--- config.mk ---
export PLATFORM = sky130hd
export DESIGN_NAME = coh_cache_ctrl
export DESIGN_NICKNAME = d
export VERILOG_FILES = /design/src/rtl/coh_pkg.sv /design/src/rtl/coh_line_store.sv /design/src/rtl/coh_msg_out.sv /design/src/rtl/coh_cache_ctrl.sv
export SDC_FILE = /design/constraint.sdc
export NUM_CORES = 1
export LEC_CHECK = 0
export ABC_AREA = 1
export BUFFER_PORTS_ARGS = -buffer_cell sky130_fd_sc_hd__buf_2
export CAP_MARGIN = 20
export CORE_ASPECT_RATIO = 1.2
export CORE_MARGIN = 4
export CORE_UTILIZATION = 35
export DETAILED_ROUTE_END_ITERATION = 6
export PLACE_DENSITY_LB_ADDON = 0.15
export SETUP_SLACK_MARGIN = 0.1
export SLEW_MARGIN = 5
export SYNTH_ARGS = -nofsm -noshare
export SYNTH_HDL_FRONTEND = slang
export SYNTH_SLANG_ARGS = --single-unit
--- constraint.sdc ---
create_clock -name clk_i -period 7.3 [get_ports clk_i]
set_input_delay 1.095 -clock clk_i [delete_from_list [all_inputs] [get_ports clk_i]]
set_output_delay 1.095 -clock clk_i [all_outputs]
set_load 0.01 [all_outputs]
--- src/rtl/coh_pkg.sv ---
package coh_pkg;
  typedef enum logic [1:0] {
    LS_INV = 2'd0,
    LS_SHR = 2'd1,
    LS_EXC = 2'd2
  } line_st_e;

  typedef enum logic [1:0] {
    OM_RD_MISS   = 2'd0,
    OM_WR_MISS   = 2'd1,
    OM_WRITEBACK = 2'd2
  } out_msg_e;

  typedef enum logic [1:0] {
    HM_INVAL     = 2'd0,
    HM_FETCH     = 2'd1,
    HM_FETCH_INV = 2'd2,
    HM_DATA      = 2'd3
  } home_msg_e;

  typedef enum logic [1:0] {
    F_IDLE = 2'd0,
    F_MISS = 2'd1,
    F_WAIT = 2'd2
  } ctl_st_e;
endpackage

--- src/rtl/coh_line_store.sv ---
module coh_line_store
  import coh_pkg::*;
#(
  parameter int unsigned LINES    = 4,
  parameter int unsigned IDX_W    = 2,
  parameter int unsigned TAG_W    = 8,
  parameter int unsigned BLK_BITS = 64
) (
  input  logic                clk_i,
  input  logic                rst_ni,
  input  logic [IDX_W-1:0]    rd_idx_i,
  output logic [TAG_W-1:0]    rd_tag_o,
  output line_st_e            rd_st_o,
  output logic [BLK_BITS-1:0] rd_data_o,
  input  logic [IDX_W-1:0]    inv_idx_i,
  output logic [TAG_W-1:0]    inv_tag_o,
  output line_st_e            inv_st_o,
  input  logic                inv_en_i,
  input  logic                wr_en_i,
  input  logic [IDX_W-1:0]    wr_idx_i,
  input  logic [TAG_W-1:0]    wr_tag_i,
  input  line_st_e            wr_st_i,
  input  logic [BLK_BITS-1:0] wr_data_i
);
  line_st_e [LINES-1:0]                st_all;
  logic     [LINES-1:0][TAG_W-1:0]     tag_all;
  logic     [LINES-1:0][BLK_BITS-1:0]  dat_all;

  for (genvar i = 0; i < LINES; i++) begin : g_line
    line_st_e            st_q;
    logic [TAG_W-1:0]    tag_q;
    logic [BLK_BITS-1:0] dat_q;
    logic                wr_sel, inv_sel;

    assign wr_sel  = wr_en_i && (wr_idx_i == IDX_W'(i));
    assign inv_sel = inv_en_i && (inv_idx_i == IDX_W'(i));

    always_ff @(posedge clk_i or negedge rst_ni) begin
      if (!rst_ni) begin
        st_q  <= LS_INV;
        tag_q <= '0;
        dat_q <= '0;
      end else if (wr_sel) begin
        st_q  <= wr_st_i;
        tag_q <= wr_tag_i;
        dat_q <= wr_data_i;
      end else if (inv_sel) begin
        st_q  <= LS_INV;
      end
    end

    assign st_all[i]  = st_q;
    assign tag_all[i] = tag_q;
    assign dat_all[i] = dat_q;
  end

  assign rd_tag_o  = tag_all[rd_idx_i];
  assign rd_st_o   = st_all[rd_idx_i];
  assign rd_data_o = dat_all[rd_idx_i];
  assign inv_tag_o = tag_all[inv_idx_i];
  assign inv_st_o  = st_all[inv_idx_i];

  // an invalidate not overridden by a same-line write leaves the line Invalid
  p_inval_drops_r5: assert property (@(posedge clk_i) disable iff (!rst_ni)
    (inv_en_i && !(wr_en_i && wr_idx_i == inv_idx_i)) |=> st_all[$past(inv_idx_i)] == LS_INV);
endmodule

--- src/rtl/coh_msg_out.sv ---
module coh_msg_out #(
  parameter int unsigned BLK_W    = 10,
  parameter int unsigned BLK_BITS = 64
) (
  input  logic                clk_i,
  input  logic                rst_ni,
  input  logic                load_i,
  input  logic [1:0]          kind_i,
  input  logic [BLK_W-1:0]    blk_i,
  input  logic [BLK_BITS-1:0] data_i,
  output logic                free_o,
  output logic                valid_o,
  input  logic                ready_i,
  output logic [1:0]          kind_o,
  output logic [BLK_W-1:0]    blk_o,
  output logic [BLK_BITS-1:0] data_o
);
  logic vld_q;

  always_ff @(posedge clk_i or negedge rst_ni) begin
    if (!rst_ni) begin
      vld_q  <= 1'b0;
      kind_o <= '0;
      blk_o  <= '0;
      data_o <= '0;
    end else if (load_i && !vld_q) begin
      vld_q  <= 1'b1;
      kind_o <= kind_i;
      blk_o  <= blk_i;
      data_o <= data_i;
    end else if (vld_q && ready_i) begin
      vld_q  <= 1'b0;
    end
  end

  assign valid_o = vld_q;
  assign free_o  = !vld_q;

  p_hold_until_taken_r10: assert property (@(posedge clk_i) disable iff (!rst_ni)
    (valid_o && !ready_i) |=> (valid_o && $stable(kind_o) && $stable(blk_o) && $stable(data_o)));

  p_load_when_free_r10: assert property (@(posedge clk_i) disable iff (!rst_ni)
    load_i |-> !valid_o);
endmodule

--- src/rtl/coh_cache_ctrl.sv ---
module coh_cache_ctrl
  import coh_pkg::*;
#(
  parameter int unsigned ADDR_W  = 12,
  parameter int unsigned WORD_W  = 16,
  parameter int unsigned WORDS   = 4,
  parameter int unsigned LINES   = 4,
  parameter int unsigned PID_W   = 4,
  parameter int unsigned PROC_ID = 3,
  localparam int unsigned OFF_W    = $clog2(WORDS),
  localparam int unsigned BLK_W    = ADDR_W - OFF_W,
  localparam int unsigned BLK_BITS = WORDS * WORD_W
) (
  input  logic                clk_i,
  input  logic                rst_ni,
  input  logic                cpu_req_i,
  input  logic                cpu_we_i,
  input  logic [ADDR_W-1:0]   cpu_addr_i,
  input  logic [WORD_W-1:0]   cpu_wdata_i,
  output logic                cpu_done_o,
  output logic [WORD_W-1:0]   cpu_rdata_o,
  output logic                msg_valid_o,
  input  logic                msg_ready_i,
  output logic [1:0]          msg_kind_o,
  output logic [PID_W-1:0]    msg_proc_o,
  output logic [BLK_W-1:0]    msg_blk_o,
  output logic [BLK_BITS-1:0] msg_data_o,
  input  logic                home_valid_i,
  input  logic [1:0]          home_kind_i,
  input  logic [BLK_W-1:0]    home_blk_i,
  input  logic [BLK_BITS-1:0] home_data_i
);
  localparam int unsigned IDX_W = $clog2(LINES);
  localparam int unsigned TAG_W = BLK_W - IDX_W;

  logic [BLK_W-1:0] cpu_blk;
  logic [IDX_W-1:0] cpu_idx;
  logic [TAG_W-1:0] cpu_tag;
  logic [OFF_W-1:0] cpu_off;

  assign cpu_blk = cpu_addr_i[ADDR_W-1:OFF_W];
  assign cpu_idx = cpu_blk[IDX_W-1:0];
  assign cpu_tag = cpu_blk[BLK_W-1:IDX_W];
  assign cpu_off = cpu_addr_i[OFF_W-1:0];

  ctl_st_e fsm_q, fsm_d;

  // single slot for a pending fetch / fetch-invalidate
  logic             prb_q, prb_inv_q, prb_clr;
  logic [BLK_W-1:0] prb_blk_q;

  logic [IDX_W-1:0]    rd_idx;
  logic [TAG_W-1:0]    rd_tag, inv_tag;
  line_st_e            rd_st, inv_st;
  logic [BLK_BITS-1:0] rd_data;

  logic                wr_en, inv_en;
  logic [IDX_W-1:0]    wr_idx;
  logic [TAG_W-1:0]    wr_tag;
  line_st_e            wr_st;
  logic [BLK_BITS-1:0] wr_data;

  logic                out_load, out_free;
  out_msg_e            out_kind;
  logic [BLK_W-1:0]    out_blk;

  logic hit, reply;

  assign rd_idx = (fsm_q == F_IDLE && prb_q) ? prb_blk_q[IDX_W-1:0] : cpu_idx;

  assign hit = cpu_req_i && fsm_q == F_IDLE && !prb_q && rd_tag == cpu_tag &&
               rd_st != LS_INV && (!cpu_we_i || rd_st == LS_EXC);

  assign reply = fsm_q == F_WAIT && home_valid_i && home_kind_i == HM_DATA &&
                 home_blk_i == cpu_blk;

  assign cpu_done_o  = hit;
  assign cpu_rdata_o = rd_data[cpu_off*WORD_W +: WORD_W];

  assign inv_en = home_valid_i && home_kind_i == HM_INVAL &&
                  inv_tag == home_blk_i[BLK_W-1:IDX_W] && inv_st == LS_SHR;

  always_comb begin
    fsm_d    = fsm_q;
    prb_clr  = 1'b0;
    out_load = 1'b0;
    out_kind = OM_RD_MISS;
    out_blk  = cpu_blk;
    wr_en    = 1'b0;
    wr_idx   = rd_idx;
    wr_tag   = rd_tag;
    wr_st    = rd_st;
    wr_data  = rd_data;
    unique case (fsm_q)
      F_IDLE: begin
        if (prb_q) begin
          if (out_free) begin
            prb_clr = 1'b1;
            if (rd_tag == prb_blk_q[BLK_W-1:IDX_W] && rd_st == LS_EXC) begin
              out_load = 1'b1;
              out_kind = OM_WRITEBACK;
              out_blk  = prb_blk_q;
              wr_en    = 1'b1;
              wr_st    = prb_inv_q ? LS_INV : LS_SHR;
            end
          end
        end else if (hit) begin
          if (cpu_we_i) begin
            wr_en = 1'b1;
            wr_st = LS_EXC;
            wr_data[cpu_off*WORD_W +: WORD_W] = cpu_wdata_i;
          end
        end else if (cpu_req_i && out_free) begin
          out_load = 1'b1;
          if (rd_st == LS_EXC && rd_tag != cpu_tag) begin
            // displaced owner line goes home first
            out_kind = OM_WRITEBACK;
            out_blk  = {rd_tag, cpu_idx};
            wr_en    = 1'b1;
            wr_st    = LS_INV;
            fsm_d    = F_MISS;
          end else begin
            out_kind = cpu_we_i ? OM_WR_MISS : OM_RD_MISS;
            fsm_d    = F_WAIT;
          end
        end
      end
      F_MISS: begin
        if (out_free) begin
          out_load = 1'b1;
          out_kind = cpu_we_i ? OM_WR_MISS : OM_RD_MISS;
          fsm_d    = F_WAIT;
        end
      end
      F_WAIT: begin
        if (reply) begin
          wr_en   = 1'b1;
          wr_idx  = cpu_idx;
          wr_tag  = cpu_tag;
          wr_st   = cpu_we_i ? LS_EXC : LS_SHR;
          wr_data = home_data_i;
          fsm_d   = F_IDLE;
        end
      end
      default: fsm_d = F_IDLE;
    endcase
  end

  always_ff @(posedge clk_i or negedge rst_ni) begin
    if (!rst_ni) begin
      fsm_q     <= F_IDLE;
      prb_q     <= 1'b0;
      prb_inv_q <= 1'b0;
      prb_blk_q <= '0;
    end else begin
      fsm_q <= fsm_d;
      if (prb_clr) prb_q <= 1'b0;
      if (home_valid_i && (home_kind_i == HM_FETCH || home_kind_i == HM_FETCH_INV)) begin
        prb_q     <= 1'b1;
        prb_inv_q <= home_kind_i == HM_FETCH_INV;
        prb_blk_q <= home_blk_i;
      end
    end
  end

  coh_line_store #(
    .LINES(LINES), .IDX_W(IDX_W), .TAG_W(TAG_W), .BLK_BITS(BLK_BITS)
  ) u_store (
    .clk_i     (clk_i),
    .rst_ni    (rst_ni),
    .rd_idx_i  (rd_idx),
    .rd_tag_o  (rd_tag),
    .rd_st_o   (rd_st),
    .rd_data_o (rd_data),
    .inv_idx_i (home_blk_i[IDX_W-1:0]),
    .inv_tag_o (inv_tag),
    .inv_st_o  (inv_st),
    .inv_en_i  (inv_en),
    .wr_en_i   (wr_en),
    .wr_idx_i  (wr_idx),
    .wr_tag_i  (wr_tag),
    .wr_st_i   (wr_st),
    .wr_data_i (wr_data)
  );

  coh_msg_out #(.BLK_W(BLK_W), .BLK_BITS(BLK_BITS)) u_out (
    .clk_i   (clk_i),
    .rst_ni  (rst_ni),
    .load_i  (out_load),
    .kind_i  (out_kind),
    .blk_i   (out_blk),
    .data_i  (rd_data),
    .free_o  (out_free),
    .valid_o (msg_valid_o),
    .ready_i (msg_ready_i),
    .kind_o  (msg_kind_o),
    .blk_o   (msg_blk_o),
    .data_o  (msg_data_o)
  );

  assign msg_proc_o = PID_W'(PROC_ID);

  p_one_miss_outstanding_r10: assert property (@(posedge clk_i) disable iff (!rst_ni)
    fsm_q == F_WAIT |-> !out_load);

  p_hit_sends_nothing_r4: assert property (@(posedge clk_i) disable iff (!rst_ni)
    cpu_done_o |-> (!out_load && fsm_q == F_IDLE));

  p_writeback_from_owner_r9: assert property (@(posedge clk_i) disable iff (!rst_ni)
    (out_load && out_kind == OM_WRITEBACK) |-> rd_st == LS_EXC);

  p_fill_then_done_r3: assert property (@(posedge clk_i) disable iff (!rst_ni)
    reply |=> (cpu_done_o || prb_q || !cpu_req_i));
endmodule

==> impl_metrics.csv, run 1 <==
group,metric,value,unit
route,totalWireLength,95.0,mm
setup_path,worstReg2RegStart,"fsm_q[1]",
run_status,run_status,"complete, no violations",
sta,rsz0062_at_grt,"no",
sta,period_share,80.6,%
logic_synthesis,synth-seq-cells,387,
min_path,hold_class,"reg2reg",
setup_path,worstSetupPathType,"reg2out",
setup_path,critPathMaxStageDelay,0.78,ns
setup_path,worstPathCellList,"nor2_8 > buf_4 > inv_2 > nor2_1 > nand2_1 > a21oi_2 > nand3_1 > clkinv_1 > buf_2",
cts,path_clk_slew,0.06,ns
route,post_drt_wl_per_cell,22.5,µm
setup_path,worstPathMaxFanout,72,
min_path,min-delay-start,"u_store.g_line[1].dat_q[33]",
die,die_x,242,µm
finish,layout.cells.non_filler,4226,
global_route,grt_start_max_net_pins,147,
sta,hold_viol_final,0,
min_path,min_to,"u_store.g_line[1].dat_q[33]",
global_route,grt_pass1_wl,141,mm
logic_synthesis,synth_flop_cell,"dfrtp_1",
cts,insertion_delay,0.58,ns
sta,tightest_slew,1.06,ns
route,drt_pass1_iterations,6,
sta,slew_headroom,29.2,%
setup_path,reg2reg_slack,1.85,ns
cts,post_cts_resized,0,
route,avgViaCountPerCell,5.37,
job,cap_violations,0,
die,io_pins,208,
logic_synthesis,ys_seq_area_share,42.3,%
logic_synthesis,yosys.cell_count.top_type,"nand2_1",
setup_path,r2r_cells,14,
finish,area_growth,12.5,%
placement,globalplace.congestion,0.981,
finish,final_layout_size_suffix_gt1_share,10.5,%
cts,cts_inserted_buffers,47,
logic_synthesis,avgSynthCellArea,7.00,µm²
finish,nets,3476,
cts,htree_levels,2,
global_route,grt-ovfl-total,0,
placement,port-buffer-count,203,
route,drt_iter0_markers,1891,
pwr,ir_drop,0.183,mV
finish,fillCellCount,6893,
cts,cts_tree,"built",
cts,holdBufCountCts,0,
cts,cts_root_buf,"clkbuf_16",
logic_synthesis,yosys-top-cells-count,"nand2_1 (1444), dfrtp_1 (387), nand3_1 (318), o21ai_0 (284), inv_1 (174)",
logic_synthesis,syn_area,0.0229,mm²
route,num_vias,22700,
sta,slew_violations,0,
setup_path,critPathCaptureType,"primary output",
placement,dp_cells,4141,
min_path,min_path_cells,2,
finish,final_core_util,39.9,%
die,die_area,0.0697,mm²
setup_path,slowest_stage,"buf_4",
logic_synthesis,synth-edff-count,0,
pwr,leakage,13.8,nW
global_route,grt_pass1_vias,21500,
sta,skew,0.0210,ns
sta,fmaxAchievable,0.170,GHz
sta,tns,0,ns
die,die_h,288,µm
placement,hpwl,64.6,mm
global_route,antenna_found_initial,2,
sta,fin_crit,5.88,ns
sta,setup_violations,0,
logic_synthesis,synth.top_cell.area_share,42.3,%
pwr,power_density,381,mW/mm²
global_route,grt_use_total,26.4,%
die,core-area,0.0647,mm²
die,start_util,35.4,%
cts,postCtsSetupRepairBufs,0,
route,antenna_left,0,
logic_synthesis,ys_warn_count,0,
setup_path,required,6.20,ns
die,rows,102,
logic_synthesis,netlist_top_cells_area,"dfrtp_1 (42%), nand2_1 (24%), nand3_1 (6.9%)",
setup_path,rr_endpoint,"u_store.g_line[3].dat_q[21]",
setup_path,worstPathArrival,4.79,ns
logic_synthesis,yosys.area.top_type,"dfrtp_1",
logic_synthesis,async_flop_share,100,%
cts,clockBufferDepth,3,
cts,cts.sinks,387,
logic_synthesis,synth_cell_types,50,
setup_path,start_kind,"register",
logic_synthesis,syn_inst,3275,
route,drc_errors,0,
state kept, by name (all words and copies together) (netlist names):
register / count
u_out.data_o: 64
prb_inv_q: 1
u_out.blk_o: 10
u_out.valid_o: 1
u_out.kind_o: 2
u_store.g_line.tag_q: 32
fsm_q: 2
prb_q: 1
prb_blk_q: 10
u_store.g_line.dat_q: 256
u_store.g_line.st_q: 8
cells in the final DEF (no fill, tap or decap), drive strengths merged, types with 2 or more instances in the layout:
cell type / n
nand2: 1460
dfrtp: 387
o21ai: 362
nand3: 323
buf: 238
inv: 180
o21bai: 128
nor2: 74
clkbuf: 72
a21oi: 50
nand4: 23
a22oi: 18
xor2: 11
clkinv: 10
ha: 8
o221ai: 6
nor3: 5
a21boi: 4
conb: 4
bufinv: 4
diode: 3
nor4: 3
o22ai: 3
a221oi: 2
nor4b: 2
how the worst max path moves through the flow:
stage | from | end | cells past startpoint | slack, ns
finish | fsm_q[1] | cpu_done_o | 9 | 1.42
global route | fsm_q[1] | cpu_done_o | 9 | 1.26
CTS | fsm_q[1] | cpu_done_o | 9 | 1.56
detailed placement | cpu_addr_i[2] | u_store.g_line[3].dat_q[21] | 18 | 1.92
global placement | cpu_addr_i[2] | u_store.g_line[1].dat_q[21] | 18 | 1.99
floorplan | cpu_addr_i[2] | cpu_rdata_o[14] | 13 | 3.44
area by class of cell:
type	instances	area, µm²	share of cell area (%)
sequential	387	9690	37.6
clock buffer	72	1440	5.59
antenna	3	7.51	0.0291
clock inverter	10	156	0.607
inverter	185	696	2.70
timing repair buffer	238	1330	5.14
tap	832	1040	4.04
multi-input combinational	2499	11400	44.3
critical path, delay by kind of cell (launching register included):
family,cells,cell delay (ns)
DFF,1,0.44
and+or+nand+nor,4,1.35
AOI/OAI and AO/OA,1,0.37
buffers and inverters,4,2.01
stage by stage:
step | hold slack, ns | power, W | setup slack, ns | cell area [µm²]
5_1_grt | 0.485 | 0.0105 | 1.26 | 25800
2_1_floorplan | 0.444 | 0.00580 | 3.44 | 22900
6_report | 0.471 | 0.00983 | 1.42 | 25800
4_1_cts | 0.475 | 0.00988 | 1.56 | 25800
3_3_place_gp | 0.456 | 0.00740 | 1.99 | 24200
3_5_place_dp | 0.460 | 0.00741 | 1.92 | 24200
power breakdown:
part | switching [W] | total [W] | internal [W]
Clock | 0.000940 | 0.00243 | 0.00149
Sequential | 0.000437 | 0.00329 | 0.00285
Combinational | 0.00291 | 0.00411 | 0.00120
Total | 0.00429 | 0.00983 | 0.00554
kinds of logic after synthesis:
logic type | count (synthesis) | synth area share [%]
other | 2 | 0.0328
adders and majority gates | 8 | 0.437
AOI/OAI and AO/OA | 579 | 14.7
muxes | 1 | 0.0491
DFF | 387 | 42.3
buffers and inverters | 391 | 8.23
xor gates and xnor gates | 12 | 0.459
and+or+nand+nor | 1895 | 33.8
layer usage:
layer  GRT usage (%)  wire [µm]  up-vias
li1                -          -    10700
met1            33.6      37700    10800
met2            44.3      45200      934
met3            4.01       6860      199
met4            12.7       5200        0
met5               0          0        -
Power figures use the tool's default switching activity.
==> run 2: changes to the inputs <==
- clock period: 7.3 -> 5.3 ns (I/O delays scaled with it)
==> run 2 against run 1 <==
  * Core utilization rose by 0.46 points
  * Global-route usage is 0.66 points higher
  * Critical path depth is 3 higher
  * First-iteration DRC count grew 39%
  * Sequential share of layout area is 0.43 points lower
  * Routed wire length up 1.8%
  * Flip-flop and latch count unchanged
  * Sequential power up 39%
  * Total power up 38%
  * Clock-buffer cell count fell by 11
  * Clock skew down 0.0016 ns
  * Critical path type unchanged
  * Largest cell class unchanged
  * Highest routed layer unchanged
==> impl_metrics.csv, run 2 (synthesis gave the netlist of run 1 again) <==
group,metric,value,unit
finish,fillCellCount,7014,
min_path,hold_class,"in2async",
setup_path,worstPathArrival,4.15,ns
die,die_h,288,µm
route,drt_iter0_markers,2637,
sta,tightest_slew,1.00,ns
pwr,ir_drop,0.287,mV
finish,largest_reg_flops,256,
pwr,switching_share,44.5,%
finish,top_regs,"u_store.g_line.dat_q (256), u_out.data_o (64), u_store.g_line.tag_q (32)",
placement,hpwl,67.1,mm
finish,final_area,0.0261,mm²
finish,final_layout_size_suffix_gt1_share,11.3,%
pwr,combPwrFrac,42.1,%
global_route,use_met2,45.7,%
route,drt_pass1_iterations,6,
finish,layout_commonest_cell,"nand2_1",
global_route,grt-busiest-layer,"met2",
cts,htree_levels,2,
sta,slew_violations,0,
pwr,p_sw,0.00603,W
route,post_drt_wl_per_cell,22.8,µm
finish,nets,3500,
cts,cts_inserted_buffers,46,
die,die_area,0.0697,mm²
sta,period_share,93.3,%
global_route,grt-ovfl-total,0,
cts,clockBufferDepth,3,
die,die_x,242,µm
placement,dp_cells,4166,
route,totalWireLength,96.8,mm
sta,tns,0,ns
global_route,met1_usage,35.0,%
placement,port-buffer-count,203,
setup_path,worstPathCellList,"nor2_8 > nand3_2 > nand2_4 > buf_4 > o21ai_0 > o21bai_1 > nand2_1 > inv_1 > o21ai_0 > a21oi_1 > nor2_1 > buf_2",
setup_path,worstSetupPathType,"reg2out",
placement,globalplace.congestion,0.944,
route,antenna_left,0,
sta,fin_crit,4.95,ns
pwr,pwr-share-clk,24.1,%
pwr,internal-power,0.00751,W
finish,top_register,"u_store.g_line.dat_q",
setup_path,worstPathMaxFanout,46,
sta,hold_viol_final,0,
cts,post_cts_resized,0,
global_route,use_met3,3.98,%
setup_path,critPathMaxStageDelay,0.57,ns
global_route,grt_use_total,27.0,%
finish,layout.cells.non_filler,4251,
setup_path,path_common_cell,"o21ai_0",
sta,rsz0062_at_grt,"no",
job,cap_violations,0,
pwr,seqPwrFrac,33.7,%
sta,skew,0.0194,ns
sta,fmaxAchievable,0.202,GHz
die,io_pins,208,
run_status,run_status,"complete, no violations",
cts,cts_root_buf,"clkbuf_16",
die,rows,102,
setup_path,start_kind,"register",
setup_path,critPathCaptureType,"primary output",
sta,setup_violations,0,
cts,postCtsSetupRepairBufs,0,
finish,area_growth,13.8,%
route,avgViaCountPerCell,5.43,
placement,pre_cts_ws,0.764,ns
placement,placed_area,0.0245,mm²
cts,insertion_delay,0.61,ns
finish,layout_common_cells,"nand2_1 (1444), dfrtp_1 (386), nand3_1 (318), o21ai_0 (284), buf_2 (202)",
sta,slew_headroom,33.3,%
sta,worst_slack,0.354,ns
cts,holdBufCountCts,0,
pwr,power_density,519,mW/mm²
cts,cts_tree,"built",
cts,path_clk_slew,0.06,ns
global_route,antenna_found_initial,2,
global_route,grt_pass1_wl,145,mm
global_route,grt_pass1_vias,22000,
global_route,grt_start_max_net_pins,139,
route,drc_errors,0,
die,core-area,0.0647,mm²
finish,multi_input_area,0.0114,mm²
die,start_util,35.4,%
finish,seq_area,0.00969,mm²
cts,cts.sinks,387,
setup_path,required,4.51,ns
setup_path,slowest_stage,"nand2_4",
pwr,leakage,14.0,nW
route,num_vias,23100,
## run 2: metal layers
metal	share of wire, %	up-vias
li1	-	10800
met1	40	11100
met2	48	985
met3	7.2	223
met4	4.8	0
met5	0	-
## run 2: cell type report
class / instances / area share (%)
well taps: 832 / 3.99
inverters: 185 / 2.67
clock inverters: 22 / 0.955
diodes: 2 / 0.0192
multi-input cells: 2499 / 43.8
flip-flops and latches: 387 / 37.1
clock buffers: 61 / 4.97
repair buffers: 263 / 6.43
## run 2: power by group through the flow
stage	clock network, W	logic, W	registers, W
floorplan	0	0.00349	0.00450
global placement	0	0.00568	0.00458
detailed placement	0	0.00568	0.00459
CTS	0.00332	0.00571	0.00455
global route	0.00345	0.00629	0.00467
finish	0.00327	0.00570	0.00457
## run 2: critical path, delay by kind of cell, from the launching register on
family | cells | cell delay, ns
DFF | 1 | 0.43
and+or+nand+nor | 5 | 1.54
AOI/OAI and AO/OA | 4 | 0.57
buffers and inverters | 3 | 0.91
## run 2: metrics by stage
stage / hold slack, ns / power, W / util (%)
after floorplan: 0.444 / 0.00798 / -
after global placement: 0.457 / 0.0103 / 37.9
after detailed placement: 0.460 / 0.0103 / 37.9
after CTS: 0.144 / 0.0136 / 40.3
after global routing: 0.163 / 0.0144 / 40.3
final: 0.138 / 0.0135 / 40.3
## run 2: path summary, 6_finish.rpt
| path | start | end | slack (ns) | cells after the start |
|---|---|---|---|---|
| min | rst_ni | u_store.g_line[2].tag_q[1] | 0.14 | 1 |
| min in group clk_i | msg_ready_i | u_out.valid_o | 0.36 | 2 |
| max reg2reg | fsm_q[1] | u_out.data_o[4] | 0.84 | 16 |
| max in group asynchronous | rst_ni | u_store.g_line[3].dat_q[24] | 3.85 | 2 |
| min reg2reg | u_store.g_line[1].dat_q[51] | u_store.g_line[1].dat_q[51] | 0.47 | 2 |
| max | fsm_q[1] | cpu_rdata_o[8] | 0.35 | 12 |
